$ cat src/rtl/conv_sched_pkg.sv
package conv_sched_pkg;
  localparam int SRC_W = 4;
  localparam int DIV_W = 2;
  localparam int PRE_W = 4;
  localparam int N_EOC = 2;
  localparam int N_TMR = 4;
  localparam int N_PWM = 8;

  // source code map; the positions are decoded by the trigger mux
  localparam int SRC_EXT  = 1;
  localparam int SRC_EOC0 = 2;
  localparam int SRC_TMR0 = 4;
  localparam int SRC_PWM0 = 8;

  typedef enum logic [DIV_W-1:0] {
    DIV_1  = 2'd0,
    DIV_2  = 2'd1,
    DIV_4  = 2'd2,
    DIV_16 = 2'd3
  } dly_div_e;

  // terminal value of the delay prescaler for each divide code
  function automatic logic [PRE_W-1:0] div_limit(input dly_div_e d);
    case (d)
      DIV_1:   return PRE_W'(0);
      DIV_2:   return PRE_W'(1);
      DIV_4:   return PRE_W'(3);
      default: return PRE_W'(15);
    endcase
  endfunction
endpackage

$ cat src/rtl/cs_trig_mux.sv
module cs_trig_mux
  import conv_sched_pkg::*;
(
  input  logic [SRC_W-1:0] sel,
  input  logic             ext_rise,
  input  logic             ext_fall,
  input  logic             en_rise,
  input  logic             en_fall,
  input  logic [N_EOC-1:0] eoc,
  input  logic [N_TMR-1:0] tmr,
  input  logic [N_PWM-1:0] pwm,
  input  logic             sw_start,
  output logic             evt
);
  localparam int NCODE = 2 ** SRC_W;

  logic [NCODE-1:0] hw_vec;

  always_comb begin
    hw_vec                      = '0;
    hw_vec[SRC_EXT]             = (ext_rise & en_rise) | (ext_fall & en_fall);
    hw_vec[SRC_EOC0 +: N_EOC]   = eoc;
    hw_vec[SRC_TMR0 +: N_TMR]   = tmr;
    hw_vec[SRC_PWM0 +: N_PWM]   = pwm;
    evt                         = sw_start | hw_vec[sel];
  end
endmodule

$ cat src/rtl/cs_slot_timer.sv
module cs_slot_timer
  import conv_sched_pkg::*;
#(
  parameter int DLY_W = 8
) (
  input  logic             clk,
  input  logic             rst,
  input  logic             evt,
  input  logic [DLY_W-1:0] dly,
  input  dly_div_e         div,
  input  logic             grant_me,
  input  logic             ovr_clr,
  output logic             pending,
  output logic             overrun
);
  logic             busy;
  logic [DLY_W-1:0] cnt;
  logic [PRE_W-1:0] pre;
  logic             outstanding;
  logic             tick;

  assign outstanding = pending | busy;
  assign tick        = (pre == div_limit(div));

  always_ff @(posedge clk) begin
    if (rst) begin
      busy    <= 1'b0;
      cnt     <= '0;
      pre     <= '0;
      pending <= 1'b0;
      overrun <= 1'b0;
    end else begin
      if (grant_me) pending <= 1'b0;

      if (evt && !outstanding) begin
        if (dly == '0) begin
          pending <= 1'b1;
        end else begin
          busy <= 1'b1;
          cnt  <= dly;
          pre  <= '0;
        end
      end else if (busy) begin
        if (tick) begin
          pre <= '0;
          if (cnt == DLY_W'(1)) begin
            busy    <= 1'b0;
            pending <= 1'b1;
          end else begin
            cnt <= cnt - DLY_W'(1);
          end
        end else begin
          pre <= pre + PRE_W'(1);
        end
      end

      if (evt && outstanding) overrun <= 1'b1;
      else if (ovr_clr)       overrun <= 1'b0;
    end
  end
endmodule

$ cat src/rtl/cs_prio_pick.sv
module cs_prio_pick #(
  parameter int N     = 16,
  parameter int IDX_W = 4
) (
  input  logic [N-1:0]     pend,
  output logic             valid,
  output logic [IDX_W-1:0] idx
);
  always_comb begin
    idx = '0;
    for (int i = N - 1; i >= 0; i--) begin
      if (pend[i]) idx = IDX_W'(i);
    end
    valid = |pend;
  end
endmodule

$ cat src/rtl/conv_trig_sched.sv
module conv_trig_sched
  import conv_sched_pkg::*;
#(
  parameter  int NSLOT = 16,
  parameter  int DLY_W = 8,
  localparam int IDX_W = $clog2(NSLOT)
) (
  input  logic                   clk,
  input  logic                   rst,
  input  logic                   ext_pin,
  input  logic [N_EOC-1:0]       eoc_pulse,
  input  logic [N_TMR-1:0]       tmr_ovf,
  input  logic [N_PWM-1:0]       pwm_evt,
  input  logic [NSLOT*SRC_W-1:0] cfg_src,
  input  logic [NSLOT*DLY_W-1:0] cfg_dly,
  input  logic [NSLOT*DIV_W-1:0] cfg_div,
  input  logic [NSLOT-1:0]       cfg_ext_rise,
  input  logic [NSLOT-1:0]       cfg_ext_fall,
  input  logic [NSLOT-1:0]       sw_start,
  input  logic [NSLOT-1:0]       ovr_clr,
  input  logic                   grant,
  output logic [NSLOT-1:0]       pending,
  output logic [NSLOT-1:0]       overrun,
  output logic                   any_overrun,
  output logic                   req_valid,
  output logic [IDX_W-1:0]       req_slot
);
  logic             ext_q;
  logic             ext_rise;
  logic             ext_fall;
  logic [NSLOT-1:0] slot_evt;
  logic [NSLOT-1:0] grant_vec;

  always_ff @(posedge clk) begin
    if (rst) ext_q <= 1'b0;
    else     ext_q <= ext_pin;
  end

  assign ext_rise = ext_pin & ~ext_q;
  assign ext_fall = ~ext_pin & ext_q;

  for (genvar g = 0; g < NSLOT; g++) begin : g_slot
    assign grant_vec[g] = grant & req_valid & (req_slot == IDX_W'(g));

    cs_trig_mux u_mux (
      .sel      (cfg_src[g*SRC_W +: SRC_W]),
      .ext_rise (ext_rise),
      .ext_fall (ext_fall),
      .en_rise  (cfg_ext_rise[g]),
      .en_fall  (cfg_ext_fall[g]),
      .eoc      (eoc_pulse),
      .tmr      (tmr_ovf),
      .pwm      (pwm_evt),
      .sw_start (sw_start[g]),
      .evt      (slot_evt[g])
    );

    cs_slot_timer #(.DLY_W(DLY_W)) u_tmr (
      .clk      (clk),
      .rst      (rst),
      .evt      (slot_evt[g]),
      .dly      (cfg_dly[g*DLY_W +: DLY_W]),
      .div      (dly_div_e'(cfg_div[g*DIV_W +: DIV_W])),
      .grant_me (grant_vec[g]),
      .ovr_clr  (ovr_clr[g]),
      .pending  (pending[g]),
      .overrun  (overrun[g])
    );
  end

  cs_prio_pick #(.N(NSLOT), .IDX_W(IDX_W)) u_pick (
    .pend  (pending),
    .valid (req_valid),
    .idx   (req_slot)
  );

  assign any_overrun = |overrun;
endmodule

$ cat config.mk
export PLATFORM = sky130hd
export DESIGN_NAME = conv_trig_sched
export DESIGN_NICKNAME = d
export VERILOG_FILES = /design/src/rtl/conv_sched_pkg.sv /design/src/rtl/cs_trig_mux.sv /design/src/rtl/cs_slot_timer.sv /design/src/rtl/cs_prio_pick.sv /design/src/rtl/conv_trig_sched.sv
export SDC_FILE = /design/constraint.sdc
export NUM_CORES = 1
export LEC_CHECK = 0
export BUFFER_PORTS_ARGS = -buffer_cell sky130_fd_sc_hd__buf_2
export CAP_MARGIN = 40
export CORE_MARGIN = 4
export CORE_UTILIZATION = 35
export CTS_BUF_LIST = sky130_fd_sc_hd__clkbuf_8 sky130_fd_sc_hd__clkbuf_16
export DETAILED_ROUTE_END_ITERATION = 8
export PLACE_DENSITY = 0.59
export SLEW_MARGIN = 5
export SYNTH_ARGS = -nofsm -noshare
export SYNTH_HDL_FRONTEND = slang
export SYNTH_SLANG_ARGS = --single-unit
$ cat constraint.sdc
create_clock -name clk -period 3 [get_ports clk]
set_input_delay 0.45 -clock clk [delete_from_list [all_inputs] [get_ports clk]]
set_output_delay 0.45 -clock clk [all_outputs]
set_load 0.005 [all_outputs]
==> impl_metrics.py <==
metrics = {
    "outcome": {
        "result_of_the_run": "finished, final reports clean",
    },
    "floorplanning": {
        "rows": 82,
        "floorplan.initialDensity": 0.355,
        "floorplan.die.width_um": 234,
        "dieArea_mm2": 0.0547,
        "io_pins": 344,
        "floorplan.core_area_mm2": 0.0503,
        "die-height_um": 234,
    },
    "yosys": {
        "synth-edff-count": 0,
        "yosysWarnings": 0,
        "area_fraction_in_and_or_nand_and_nor_cells_after_synthesis": 0.239,
        "synth_xor_xnor_area_share": 0.0157,
        "syn-cell-area_mm2": 0.0178,
        "synth_top_flop_cell": "dfxtp_1",
        "synth_mux_area_frac": 0.0916,
        "yosys.area.top_type": "dfxtp_1",
        "yosys-top-cells-area": "dfxtp_1 27%, a21oi_1 6.6%, o21ai_0 4.7%",
        "synth_adder_area_share": 0.0337,
        "synth.net_count": 2632,
        "postSynth.asyncResetShare": 0,
        "syn-instance-count": 2278,
        "post-synth-top-area-fraction": 0.270,
        "flop_and_latch_count_out_of_synthesis": 241,
        "synth_top_family_by_area": "compound AO/OA/AOI/OAI gates",
        "seq_area_frac_synth": 0.270,
        "synth.lib_cells_used.distinct": 96,
        "synthesis.area_per_instance_um2": 7.83,
        "synth-compound-area-share": 0.287,
    },
    "route": {
        "route.detailed.drc": 0,
        "detail_route.first_pass.iterations": 6,
        "ant_nets": 0,
        "drt_wl_total_mm": 69.7,
        "drt-initial-drc-count": 1637,
        "wl_per_cell_um": 21.0,
        "routed-via-count": 19600,
        "via_per_inst": 5.90,
    },
    "final_layout": {
        "number_of_nets_in_the_layout": 2969,
        "drive_gt1_frac": 0.227,
        "post-route-util": 0.428,
        "area_growth_pct": 20.5,
        "layout_common_cells": "342 x buf_2, 239 x dfxtp_1, 234 x a21oi_1",
        "commonest_non_fill_non_tap_cell_in_the_layout": "buf_2",
    },
    "timing": {
        "setup_viol": 0,
        "timing.final.max_slew_violations": 0,
        "final.period_utilization": 0.944,
        "worst_slew_margin_rel": 0.560,
        "setup_repair_after_global_routing_missed_its_margin": "no",
        "worst_clock_skew_ns": 0.0206,
        "hold_slack_ns": 0.144,
        "tightestPinTransition_ns": 0.654,
        "post-route-min-period_ns": 2.83,
        "report.final.hold_viol_count": 0,
        "max_clock_freq_mhz": 353,
        "final.setup.tns_ns": 0,
    },
    "grt": {
        "first_global_vias": 18200,
        "grt.total_usage": 0.241,
        "grt_max_degree": 97,
        "residual_overflow_from_global_routing": 0,
        "grt_pass1_wl_mm": 105,
        "grt_antenna_before_repair": 25,
    },
    "clock_network": {
        "clock_sink_count": 241,
        "cts_max_level": 1,
        "root_buf_cell": "clkbuf_16",
        "cts.repair_timing.setup_buffer_count": 0,
        "worst_setup_hold_path_clk_slew_ns": 0.06,
        "cts_tree": "done",
        "insertion_delay_ns": 0.59,
        "cts_max_path_buffers": 3,
        "cts_buffers": 31,
    },
    "placed_design": {
        "routabilityCongestion": 0.969,
        "io_buffers": 343,
        "place.detailed.hpwl_mm": 54.7,
    },
    "power": {
        "power.leakage_uw": 0.00886,
        "power_density_mw_per_mm2": 531,
        "power_uw": 11400,
        "max-vdd-ir-drop_v": 0.000359,
    },
    "worst_setup_path": {
        "crit_chain": "nor2_1 -> o31ai_1 -> a211o_1 -> a211oi_1 -> or3_4 -> inv_1 -> buf_2",
        "worstPathBufferInverterCount": 2,
        "cp_max_fo": 7,
        "crit_required_ns": 2.55,
        "cpPeakStageDelay_ns": 0.38,
        "startpoint_type": "flip-flop",
        "timing.critical_path.slowest_stage_cell": "a211oi_1",
        "endpoint_kind": "output port",
        "timing.setup.critical_path_class": "reg -> out",
        "timing.critical_path.arrival_ns": 2.38,
        "path_delay_family": "compound AO/OA/AOI/OAI gates",
        "regToRegSetupSlack_ns": 0.39,
    },
    "job": {
        "drv_cap": 0,
    },
    "hold_path": {
        "hold_path_class": "in -> reg",
    },
}
[worst min-delay path, cell delays in order]
cell	delay (ns)
buf_2	0.12
nand2_1	0.06
a21oi_1	0.05
[cell families after synthesis]
family	Yosys count
AO/OA/AOI/OAI	777
XOR/XNOR	32
adder cells (fa/ha/maj)	48
buffers and inverters	248
flip-flops	241
multiplexers	108
AND/OR/NAND/NOR	824
[timing repair]
action,4_1_cts,5_1_grt
endpoints found under the setup margin,1,2
gates resized for setup,1,3
hold buffers,0,0
[layer usage]
layer  track usage  vias to the layer above  wire length [um]
met5             0                        -               133
li1              -                     9350                 -
met1         0.310                     9346             29200
met2         0.397                      717             32500
met4        0.0808                       24              2300
met3        0.0577                      141              5590
[cell usage after synthesis, types with 22 or more instances]
master / instances
mux2i_1: 47
a31oi_1: 39
nand2_1: 149
buf_4: 32
nor4_1: 50
nand3_1: 69
mux4_1: 27
a22oi_1: 24
a21oi_1: 234
buf_2: 22
or2_2: 27
inv_1: 104
nor3_1: 56
a21o_1: 24
or3_1: 26
nor2b_1: 34
and2_1: 25
ha_1: 48
o2111ai_1: 35
dfxtp_1: 241
o21ai_0: 168
or4_1: 33
nand3b_1: 40
mux2_2: 27
nor2_1: 221
clkbuf_1: 81
and3_1: 25
[metrics by stage]
stage | worst slack (ns) | area [um2] | std cells
floorplan | 0.416 | 17800 | 2278
global placement | 0.0587 | 20500 | 3253
detailed placement | 0.0488 | 20500 | 3254
CTS | 0.0588 | 21500 | 3303
global route | 0.0324 | 21500 | 3311
finish | 0.168 | 21500 | 3316
[power breakdown]
part / switching, uW / total (uW) / leakage (uW) / internal [uW]
registers: 438 / 4020 / 0.00198 / 3580
clock network: 1510 / 3570 / 0.000485 / 2060
logic: 2150 / 3830 / 0.00640 / 1680
[registers in the layout, indices dropped and copies added, names as in the netlist]
signal,count
ext_q,1
g_slot.u_tmr.busy,16
g_slot.u_tmr.pending,16
g_slot.u_tmr.cnt,128
g_slot.u_tmr.pre,64
g_slot.u_tmr.overrun,16
[path summary, 6_finish.rpt]
kind | startpoint | endpoint | cells after the start
hold / removal | cfg_dly[88] | g_slot[11].u_tmr.cnt[0] | 3
setup / recovery | g_slot[11].u_tmr.pending | req_slot[1] | 7
hold reg to reg | g_slot[10].u_tmr.cnt[6] | g_slot[10].u_tmr.cnt[6] | 2
setup reg to reg | g_slot[12].u_tmr.cnt[2] | g_slot[12].u_tmr.cnt[5] | 6
[area by class of cell]
cell class	instances	area, um2
sequential	241	4830
fill	5158	28800
timing repair buffer	447	2550
clock inverter	16	129
antenna	13	32.5
multi-input combinational	1789	11900
tap	672	841
clock buffer	33	803
inverter	105	394
Note: power is estimated with default switching activity, not from simulation.
